[src/rtl/fpd_pkg.sv]
package fpd_pkg;

    // Default interval counter width
    parameter int unsigned FPD_CNT_W = 16;

    // Number of flip-flop stages in each sync input synchroniser
    parameter int unsigned FPD_SYNC_STAGES = 2;

    // Outcome of comparing a new field's interval with the stored one
    typedef enum logic [1:0] {
        CMP_FIRST   = 2'd0,  // nothing stored yet
        CMP_LONGER  = 2'd1,  // new interval longer  -> even
        CMP_SHORTER = 2'd2,  // new interval shorter -> odd
        CMP_EQUAL   = 2'd3   // equal (progressive)  -> invert
    } cmp_e;

endpackage

[src/rtl/fpd_sync.sv]
module fpd_sync #(
    parameter int unsigned STAGES = fpd_pkg::FPD_SYNC_STAGES
) (
    input  logic clk,
    input  logic rst_n,
    input  logic async_i,
    output logic level_o,
    output logic fall_o,
    output logic rise_o
);
    localparam int unsigned DEPTH = STAGES + 1;

    typedef struct packed {
        logic [DEPTH-1:0] pipe;
    } sync_st_t;

    sync_st_t st_d, st_q;

    always_comb begin
        st_d      = st_q;
        st_d.pipe = {st_q.pipe[DEPTH-2:0], async_i};
    end

    // Inputs idle high, so reset to ones to avoid a false edge
    always_ff @(posedge clk or negedge rst_n) begin
        if (!rst_n) st_q <= '{pipe: '1};
        else        st_q <= st_d;
    end

    assign level_o = st_q.pipe[STAGES-1];
    assign fall_o  =  st_q.pipe[STAGES] & ~st_q.pipe[STAGES-1];
    assign rise_o  = ~st_q.pipe[STAGES] &  st_q.pipe[STAGES-1];

endmodule

[src/rtl/fpd_interval.sv]
module fpd_interval #(
    parameter int unsigned CNT_W = fpd_pkg::FPD_CNT_W
) (
    input  logic             clk,
    input  logic             rst_n,
    input  logic             hs_fall_i,
    input  logic             vs_fall_i,
    output logic [CNT_W-1:0] meas_o
);
    localparam logic [CNT_W-1:0] CNT_MAX = {CNT_W{1'b1}};

    typedef struct packed {
        logic [CNT_W-1:0] cnt;
        logic [CNT_W-1:0] meas;
    } ivl_st_t;

    ivl_st_t st_d, st_q;

    always_comb begin
        st_d = st_q;
        if (hs_fall_i) begin
            st_d.cnt = '0;
        end else if (st_q.cnt != CNT_MAX) begin
            st_d.cnt = st_q.cnt + 1'b1;
        end
        if (vs_fall_i) begin
            st_d.meas = st_q.cnt;
        end
    end

    always_ff @(posedge clk or negedge rst_n) begin
        if (!rst_n) st_q <= '0;
        else        st_q <= st_d;
    end

    assign meas_o = st_q.meas;

    // the counter sticks at its ceiling
    a_r9_no_overflow: assert property (@(posedge clk) disable iff (!rst_n)
        (!hs_fall_i && st_q.cnt == CNT_MAX) |=> (st_q.cnt == CNT_MAX));

    // each horizontal edge restarts the measurement
    a_r10_restart: assert property (@(posedge clk) disable iff (!rst_n)
        hs_fall_i |=> (st_q.cnt == '0));

endmodule

[src/rtl/fpd_classify.sv]
module fpd_classify #(
    parameter int unsigned CNT_W = fpd_pkg::FPD_CNT_W
) (
    input  logic             clk,
    input  logic             rst_n,
    input  logic             vs_rise_i,
    input  logic [CNT_W-1:0] meas_i,
    output logic             flag_o,
    output logic             strobe_o
);
    import fpd_pkg::*;

    typedef struct packed {
        logic             flag;
        logic [CNT_W-1:0] prev;
        logic             valid;
        logic             strobe;
    } cls_st_t;

    cls_st_t st_d, st_q;
    cmp_e    cmp;

    always_comb begin
        if (!st_q.valid)              cmp = CMP_FIRST;
        else if (meas_i > st_q.prev)  cmp = CMP_LONGER;
        else if (meas_i < st_q.prev)  cmp = CMP_SHORTER;
        else                          cmp = CMP_EQUAL;
    end

    always_comb begin
        st_d        = st_q;
        st_d.strobe = 1'b0;
        if (vs_rise_i) begin
            unique case (cmp)
                CMP_FIRST:   st_d.flag = st_q.flag;
                CMP_LONGER:  st_d.flag = 1'b0;
                CMP_SHORTER: st_d.flag = 1'b1;
                CMP_EQUAL:   st_d.flag = ~st_q.flag;
                default:     st_d.flag = st_q.flag;
            endcase
            st_d.prev   = meas_i;
            st_d.valid  = 1'b1;
            st_d.strobe = 1'b1;
        end
    end

    always_ff @(posedge clk or negedge rst_n) begin
        if (!rst_n) st_q <= '0;
        else        st_q <= st_d;
    end

    assign flag_o   = st_q.flag;
    assign strobe_o = st_q.strobe;

    // the flag holds between decisions
    a_r6_flag_hold: assert property (@(posedge clk) disable iff (!rst_n)
        !vs_rise_i |=> $stable(st_q.flag));

    // the strobe lasts one clock
    a_r7_single_pulse: assert property (@(posedge clk) disable iff (!rst_n)
        st_q.strobe |=> !st_q.strobe);

    // the first decision keeps the flag
    a_r5_first_keeps: assert property (@(posedge clk) disable iff (!rst_n)
        (vs_rise_i && !st_q.valid) |=> $stable(st_q.flag));

    // a longer interval gives an even field
    a_r2_longer_even: assert property (@(posedge clk) disable iff (!rst_n)
        (vs_rise_i && st_q.valid && meas_i > st_q.prev) |=> !st_q.flag);

    // a shorter interval gives an odd field
    a_r3_shorter_odd: assert property (@(posedge clk) disable iff (!rst_n)
        (vs_rise_i && st_q.valid && meas_i < st_q.prev) |=> st_q.flag);

    // an equal interval inverts the flag
    a_r4_equal_flip: assert property (@(posedge clk) disable iff (!rst_n)
        (vs_rise_i && st_q.valid && meas_i == st_q.prev)
            |=> (st_q.flag != $past(st_q.flag)));

endmodule

[src/rtl/fpd_field_detect.sv]
module fpd_field_detect #(
    parameter int unsigned CNT_W       = fpd_pkg::FPD_CNT_W,
    parameter int unsigned SYNC_STAGES = fpd_pkg::FPD_SYNC_STAGES
) (
    input  logic clk,
    input  logic rst_n,
    input  logic hsync_n,
    input  logic vsync_n,
    input  logic dot_sel,
    output logic field_odd,
    output logic dot_line,
    output logic field_stb
);
    localparam int unsigned N_CH  = 2;
    localparam int unsigned CH_HS = 0;
    localparam int unsigned CH_VS = 1;

    logic [N_CH-1:0]  raw_in;
    logic [N_CH-1:0]  lvl;
    logic [N_CH-1:0]  fall;
    logic [N_CH-1:0]  rise;
    logic [CNT_W-1:0] meas;
    logic             flag;

    assign raw_in[CH_HS] = hsync_n;
    assign raw_in[CH_VS] = vsync_n;

    for (genvar g = 0; g < N_CH; g++) begin : g_sync
        fpd_sync #(.STAGES(SYNC_STAGES)) u_sync (
            .clk     (clk),
            .rst_n   (rst_n),
            .async_i (raw_in[g]),
            .level_o (lvl[g]),
            .fall_o  (fall[g]),
            .rise_o  (rise[g])
        );
    end

    fpd_interval #(.CNT_W(CNT_W)) u_interval (
        .clk       (clk),
        .rst_n     (rst_n),
        .hs_fall_i (fall[CH_HS]),
        .vs_fall_i (fall[CH_VS]),
        .meas_o    (meas)
    );

    fpd_classify #(.CNT_W(CNT_W)) u_classify (
        .clk       (clk),
        .rst_n     (rst_n),
        .vs_rise_i (rise[CH_VS]),
        .meas_i    (meas),
        .flag_o    (flag),
        .strobe_o  (field_stb)
    );

    assign field_odd = flag;
    assign dot_line  = ~(flag ^ dot_sel);

    // no decision while vertical sync is held low
    a_r6_no_change_in_pulse: assert property (@(posedge clk) disable iff (!rst_n)
        (!lvl[CH_VS] && $past(!lvl[CH_VS])) |-> !field_stb);

endmodule

[config.mk]
export PLATFORM = sky130hd
export DESIGN_NAME = fpd_field_detect
export DESIGN_NICKNAME = d
export VERILOG_FILES = /design/src/rtl/fpd_pkg.sv /design/src/rtl/fpd_sync.sv /design/src/rtl/fpd_interval.sv /design/src/rtl/fpd_classify.sv /design/src/rtl/fpd_field_detect.sv
export SDC_FILE = /design/constraint.sdc
export NUM_CORES = 1
export LEC_CHECK = 0
export BUFFER_PORTS_ARGS = -buffer_cell sky130_fd_sc_hd__buf_4
export CORE_ASPECT_RATIO = 1.2
export CORE_UTILIZATION = 45
export CTS_BUF_LIST = sky130_fd_sc_hd__clkbuf_8
export DETAILED_ROUTE_END_ITERATION = 10
export PLACE_DENSITY = 0.73
export SLEW_MARGIN = 10
export SYNTH_ARGS = -nofsm -noshare
export SYNTH_HDL_FRONTEND = slang
export SYNTH_SLANG_ARGS = --single-unit
[constraint.sdc]
create_clock -name clk -period 3.31 [get_ports clk]
set_input_delay 0.4965 -clock clk [delete_from_list [all_inputs] [get_ports clk]]
set_output_delay 0.4965 -clock clk [all_outputs]
set_load 0.02 [all_outputs]
==> metrics.md, run 1 <==
| Metric | Value |
|---|---|
| Setup ws final | roughly 1400 ps |
| Worst Hold Class | in -> async |
| VDD IR max | approximately 0.23 mV |
| Port-buffer cells | 7 |
| Int Pwr | roughly 1.2 mW |
| GRT Util Overall | 0.1752 |
| Min cycle time layout | about 1900 ps |
| # IOs | 8 |
| Reg2reg path depth | 4 |
| RR Endpoint | u_interval.st_q[20]$_DFFE_PN0P_ |
| Final Cycle Share | 0.5763 |
| Setup CP Type | reg -> reg |
| Max-cap viol count | 0 |
| WL/cell | about 14 um |
| Cells after Synth | 260 |
| Drt drc | 0 |
| Share of synthesized registers carrying an async set or reset | 1.000 |
| Worst EP required | roughly 3500 ps |
| Reg clk slew, reported paths | around 70 ps |
| Total power | ~1.7 mW |
| CP Max Fanout | 9 |
| Hold Vio Cnt, Final | 0 |
| Cts hold-fix bufs | 0 |
| Leakage | ~1.4 nW |
| Worst r2r src | u_interval.st_q[20]$_DFFE_PN0P_ |
| DRT Wirelength | ~4.8 mm |
| Initial antenna violation count | 0 |
| Slew @ Worst Pin | around 900 ps |
| Reg power frac | 0.490 |
| First-pass GRT wire length | between 8 and 9 mm |
| Sw frac | 0.2766 |
| Vias in the first global route | about 1800 |
| Relative slew slack | 0.3962 |
| Reg2reg setup slack | roughly 1400 ps |
| Gpl congestion | between 0.7 and 0.8 |
| Via Count | 1904 |
| Cts bufs inserted | 9 |
| CTS root buf | clkbuf_8 |
| Initial Util | 0.4758 |
| CTS sink count | between 50 and 60 |
| Die X | around 73 um |
| Skew final | 10.57 ps |
| Psw | about 0.47 mW |
| Status | complete, no violations |
| Die Span Y | between 80 and 90 um |
| Part of the Yosys area used for sequential elements | 0.5214 |
| Synth top area share | 0.4641 |
| Core area | 5781 sq um |
| Number of diodes | 0 |
| Distinct cells, synth | 42 |
| CP arrival | around 2100 ps |
| Combinational share of power | 0.157 |
| Top cells by area, synth | dfrtp_1, ha_1, mux2_2 |
| Syn-to-layout area delta | 11.51% |
| Pin count of the biggest net entering global routing | 58 |
| Final Max Slew Viols | 0 |
| Layout cell share with drive strength beyond 1 | 0.1775 |
| Min Hold Slack | roughly 220 ps |
| DP Worst Slack | between 1000 and 1500 ps |
| Power per Cell Area | ~550 nW/um^2 |
| Syn Nets | between 200 and 300 |
| Top cells by count, synth | dfrtp_1, nand2_1, o21ai_0 |
| Post-Syn Area per Cell | around 11 sq um |
| Area leader, netlist | dfrtp_1 |
| Fin nets | 293 |
| Starting DRT DRC Count | 85 |
| 1st-pass router iterations | 4 |
| CP Capture Type | register |
| Number of synthesized register bits | 57 |
| Via/cell ratio | ~5.3 |
| Worst skew pair latency | 330 ps |
| Ys Warns | 0 |
| Grt ovf | 0 |
| Predominant post-synthesis flop cell | dfrtp_1 |
| CTS tree | yes |
| Post-CTS setup buffers | 0 |
| Site Rows | 30 |
| Crit start category | register |
| Post-synth EDFFs | 0 |
| Clock share of power | 0.353 |
| Fmax | roughly 0.52 GHz |
| RSZ-0062 raised after global routing | false |
| Cell area after synthesis | roughly 2800 sq um |
| Die area | between 6000 and 7000 sq um |
| CTS resizes | 0 |
| Post-route ant nets | 0 |
| TNS Setup | 0 ps |
| Final setup violating endpoints | 0 |
| Clk buf depth | 2 |
| Cell with the most instances after synthesis | dfrtp_1 |
| H-tree depth | 3 |
| DP HPWL | about 3.3 mm |
## per-stage QoR
| stage | area (sq um) | std cells | util |
|---|---|---|---|
| floorplan | 2750 | 260 | - |
| global placement | 2887 | 340 | 0.4994 |
| detailed placement | 2887 | 340 | 0.4994 |
| CTS | 3067 | 356 | 0.5305 |
| global route | 3067 | 356 | 0.5305 |
| finish | 3067 | 356 | 0.5305 |
## registers in the layout (all words and copies together) (netlist names)
name,count
u_classify.strobe_o,1
u_classify.flag_o,1
u_interval.meas_o,16
u_classify.st_q,17
g_sync.u_sync.st_q,6
u_interval.st_q,16
## layout make-up
class                           count  area [sq um]
Clock buffer                        9         123.9
Clock inverter                      7         56.30
Fill cell                         539          2714
Inverter                           18         67.56
Multi-Input combinational cell    176          1217
Sequential cell                    57          1434
Tap cell                           80         100.1
Timing Repair Buffer                9         67.56
## logic make-up after synthesis
family / after synthesis / share of synthesized area
simple gates: 85 / 0.1665
flops: 57 / 0.5214
compound gates: 52 / 0.1115
buf+inv: 27 / 0.03685
mux: 21 / 0.08326
fa+ha+maj: 17 / 0.07734
xor+xnor: 1 / 0.003185
## cells in the final DEF (no fill, tap or decap), types with 2 or more instances in the layout
| cell type | instances |
|---|---|
| inv_1 | 21 |
| ha_1 | 17 |
| nor2b_1 | 2 |
| nand3_1 | 7 |
| a31oi_1 | 2 |
| nand4_1 | 6 |
| mux2i_1 | 6 |
| o21ai_0 | 22 |
| or3_1 | 2 |
| nand2b_1 | 6 |
| a21oi_1 | 14 |
| a21boi_0 | 2 |
| buf_4 | 9 |
| nor4_1 | 4 |
| clkbuf_8 | 9 |
| dfstp_2 | 6 |
| a211oi_1 | 3 |
| and3_1 | 2 |
| nor3_1 | 5 |
| clkinv_2 | 3 |
| nand2_1 | 33 |
| nor2_1 | 5 |
| o31ai_1 | 3 |
| or2_2 | 2 |
| mux2_2 | 15 |
| dfrtp_1 | 51 |
## metal layers
| metal | share of wire | vias to the layer above | GRT usage | wire length, um |
|---|---|---|---|---|
| li1 | - | 947 | - | - |
| met1 | 0.47 | 933 | 0.2098 | 2284 |
| met2 | 0.48 | 18 | 0.2786 | 2340 |
| met3 | 0.028 | 6 | 0.06214 | 134 |
| met4 | 0.014 | 0 | 0.08916 | 68 |
| met5 | 0 | - | 0 | 0 |
## power by group through the flow
stage	clock network [mW]	logic (mW)	registers [mW]
2_1_floorplan	0	0.188	0.829
3_3_place_gp	0	0.264	0.835
4_1_cts	0.618	0.270	0.827
5_1_grt	0.651	0.301	0.835
6_report	0.598	0.265	0.829
3_5_place_dp	0	0.269	0.839
## critical path: stages, from the launching register on
cell	delay, ps
dfrtp_1	460
nand4_4	180
nor4_1	810
or4_2	250
a21oi_1	60
## worst max-delay path by stage
stage,startpoint,end
final,u_interval.st_q[20]$_DFFE_PN0P_,u_interval.st_q[20]$_DFFE_PN0P_
after global routing,u_interval.st_q[25]$_DFFE_PN0P_,u_interval.st_q[20]$_DFFE_PN0P_
after CTS,u_interval.st_q[20]$_DFFE_PN0P_,u_interval.st_q[20]$_DFFE_PN0P_
after detailed placement,u_interval.st_q[20]$_DFFE_PN0P_,u_interval.st_q[20]$_DFFE_PN0P_
after global placement,u_interval.st_q[16]$_DFFE_PN0P_,u_interval.st_q[29]$_DFFE_PN0P_
after floorplan,g_sync[1].u_sync.st_q[1]$_DFF_PN1_,u_interval.meas_o[10]$_DFFE_PN0P_
(Power assumes the default switching activity.)
==> inputs of run 2 (changes only) <==
--- a/config.mk
+++ b/config.mk
@@ -5,12 +5,13 @@
 export SDC_FILE = /design/constraint.sdc
 export NUM_CORES = 1
 export LEC_CHECK = 0
+export ABC_AREA = 1
 export BUFFER_PORTS_ARGS = -buffer_cell sky130_fd_sc_hd__buf_4
 export CORE_ASPECT_RATIO = 1.2
 export CORE_UTILIZATION = 45
 export CTS_BUF_LIST = sky130_fd_sc_hd__clkbuf_8
 export DETAILED_ROUTE_END_ITERATION = 10
-export PLACE_DENSITY = 0.73
+export PLACE_DENSITY = 0.75
 export SLEW_MARGIN = 10
 export SYNTH_ARGS = -nofsm -noshare
 export SYNTH_HDL_FRONTEND = slang
==> constraint.sdc (replaced) <==
create_clock -name clk -period 1.6 [get_ports clk]
set_input_delay 0.24 -clock clk [delete_from_list [all_inputs] [get_ports clk]]
set_output_delay 0.24 -clock clk [all_outputs]
set_load 0.02 [all_outputs]
==> run 2 against run 1 <==
Net effect: synthesized cell count is 24% higher; critical endpoint is now u_interval.st_q[17]$_DFFE_PN0P_; wire length is 12% higher; largest power group is now clock; clock skew is 3.5 ps lower; count of clock-buffer cells in the layout stayed put; final area is 9.8% higher; critical path type unchanged; core utilization is 3.0 points higher.
==> metrics.md, run 2 <==
| Metric | Value |
|---|---|
| Status | complete, no violations |
| Fin nets | 370 |
| Final setup violating endpoints | 0 |
| Pin count of the biggest net entering global routing | slightly above 40 |
| DP Area | between 3000 and 4000 sq um |
| Crit start category | register |
| Cells after Synth | around 320 |
| Ys Warns | 0 |
| Starting DRT DRC Count | 130 |
| Predominant post-synthesis flop cell | dfrtp_1 |
| Most common cell after layout, fill and taps aside | nand2_1 |
| Crit path cell chain | ha_4, nand3_4, nor3_4, nand4_1, buf_4, o21ai_2 |
| Design Area, Final | between 3000 and 4000 sq um |
| RSZ-0062 raised after global routing | true |
| Area leader, netlist | dfrtp_1 |
| CTS root buf | clkbuf_8 |
| Core area | ~6000 sq um |
| Worst r2r src | u_interval.st_q[17]$_DFFE_PN0P_ |
| Cell area after synthesis | about 2800 sq um |
| First-pass GRT wire length | between 9 and 10 mm |
| TNS Setup | 0 ps |
| Number of flip-flops in the largest register | 17 |
| Worst skew pair latency | around 350 ps |
| Post-synth EDFFs | 0 |
| CP Capture Type | register |
| Die area | around 6500 sq um |
| Initial Util | 0.4641 |
| Top cells by count, synth | nand2_1, dfrtp_1, inv_1 |
| Grt ovf | 0 |
| Leakage | 1.629 nW |
| Worst Hold Class | in -> async |
| Top cells by area, synth | dfrtp_1, nand2_1, ha_1 |
| VDD IR max | 0.6334 mV |
| Commonest non-fill, non-tap cells in the layout | nand2_1, dfrtp_1, inv_1, o21ai_0, buf_4 |
| Post-route ant nets | 0 |
| DP HPWL | between 3 and 4 mm |
| Initial antenna violation count | 0 |
| CTS sink count | 57 |
| Fmax | 0.6606 GHz |
| Max-cap viol count | 0 |
| Slew @ Worst Pin | roughly 480 ps |
| Via Count | roughly 2200 |
| Most flops, register | u_classify.st_q |
| Via/cell ratio | 5.069 |
| CP max stage delay | around 400 ps |
| Syn Nets | between 300 and 400 |
| Number of diodes | 0 |
| Clk buf depth | 2 |
| Post-Syn Area per Cell | a little under 9 sq um |
| Die X | roughly 74 um |
| Share of synthesized registers carrying an async set or reset | 1.000 |
| Relative slew slack | 0.6795 |
| Drt drc | 0 |
| GRT Util Overall | 0.1970 |
| Worst Setup SP | u_interval.st_q[17]$_DFFE_PN0P_ |
| Port-buffer cells | 7 |
| Layout cell share with drive strength beyond 1 | 0.1643 |
| H-tree depth | 3 |
| Min Hold Slack | 306.3 ps |
| 1st-pass router iterations | 5 |
| Gpl congestion | 0.8819 |
| Part of the Yosys area used for sequential elements | 0.5139 |
| # IOs | 8 |
| Min cycle time layout | roughly 1500 ps |
| Die Span Y | ~88 um |
| Power per Cell Area | 1229 nW/um^2 |
| Cts bufs inserted | 9 |
| Number of synthesized register bits | 57 |
| Worst path slowest cell | dfrtp_1 |
| Vias in the first global route | ~2200 |
| Skew final | slightly above 7 ps |
| Site Rows | 31 |
| WL/cell | roughly 12 um |
| Setup CP Type | reg -> reg |
| DRT Wirelength | around 5.4 mm |
| CP Max Fanout | 5 |
| CTS tree | yes |
| Reg clk slew, reported paths | roughly 70 ps |
| Worst EP required | between 1500 and 2000 ps |
| CP arrival | 1790 ps |
| Reg2reg setup slack | 90 ps |
| Syn-to-layout area delta | 20.67% |
| Synth top area share | 0.4574 |
| Cell with the most instances after synthesis | nand2_1 |
| Reg2reg path depth | 6 |
| Final Cycle Share | 0.9462 |
| Fill cell count | ~530 |
| Final Max Slew Viols | 0 |
| Distinct cells, synth | 27 |
| RR Endpoint | u_interval.st_q[17]$_DFFE_PN0P_ |
| Hold Vio Cnt, Final | 0 |
run 2: changes by cell type after synthesis, moves of 10 or more:
cell / delta
mux2_2: -15
nand2_1: +48
nand3_1: +10
nor2_1: +11
o21ai_0: +14
inv_1: +26
run 2: cell families (layout without fill, tap and decap cells):
kind of cell,count (synthesis),count (layout),synth area share
adders and majority gates,17,17,0.07623
and+or+nand+nor,139,139,0.2247
AOI/OAI and AO/OA,54,54,0.1031
DFF,57,57,0.5139
xor gates and xnor gates,3,3,0.009419
buffers and inverters,52,83,0.07264
run 2: routing by layer:
layer,up-vias,routed length [um],global-route usage
met5,-,0,0
met4,0,179,0.1171
met3,15,173,0.04214
met2,37,2694,0.3211
met1,1055,2359,0.2400
li1,1098,-,-
run 2: worst max-delay path by stage:
stage                                      endpoint  slack (ps)  depth (start not counted)
global placement    u_interval.st_q[18]$_DFFE_PN0P_         130                          7
global route        u_interval.st_q[17]$_DFFE_PN0P_         -50                          6
CTS                 u_interval.st_q[17]$_DFFE_PN0P_          40                          6
floorplan           u_interval.st_q[28]$_DFFE_PN0P_         210                          8
detailed placement  u_interval.st_q[26]$_DFFE_PN0P_          60                          7
finish              u_interval.st_q[17]$_DFFE_PN0P_          90                          6
run 2: critical path, delay by kind of cell (launching register included):
family / cells / cell delay, ps
buffers and inverters: 1 / 220
AND/OR/NAND/NOR: 3 / 530
AO/OA/AOI/OAI: 1 / 100
flip-flops: 1 / 400
adder cells (fa/ha/maj): 1 / 190
run 2: layout make-up:
class | instances | area (sq um) | share of cell area
Tap cell | 82 | 102.6 | 0.03047
Timing Repair Buffer | 23 | 209.0 | 0.06206
Multi-Input combinational cell | 213 | 1190 | 0.3534
Inverter | 44 | 165.2 | 0.04905
Clock buffer | 9 | 123.9 | 0.03679
Clock inverter | 7 | 142.6 | 0.04236
Sequential cell | 57 | 1434 | 0.4259
run 2: repair_timing:
action / CTS / global route
endpoints found under the setup margin: 0 / 15
gates resized for setup: 0 / 7
hold buffers: 3 / 0
hold endpoints to repair: 19 / 0
setup buffers: 0 / 3
run 2: where the power goes:
group,total [mW],internal (mW),switching (mW),leakage (nW)
sequential,1.69,1.56,0.122,0.752
combinational,0.647,0.280,0.367,0.755
clock,1.80,1.19,0.614,0.122
run 2: per-stage QoR:
step	setup WS, ps	power (mW)	instances	util
final	86.14	4.138	435	0.5600
after detailed placement	62.35	2.281	413	0.5003
after global placement	132.5	2.252	413	0.5003
after floorplan	209.0	2.064	322	-
after CTS	37.58	4.099	432	0.5496
after global routing	-49.12	4.347	435	0.5600
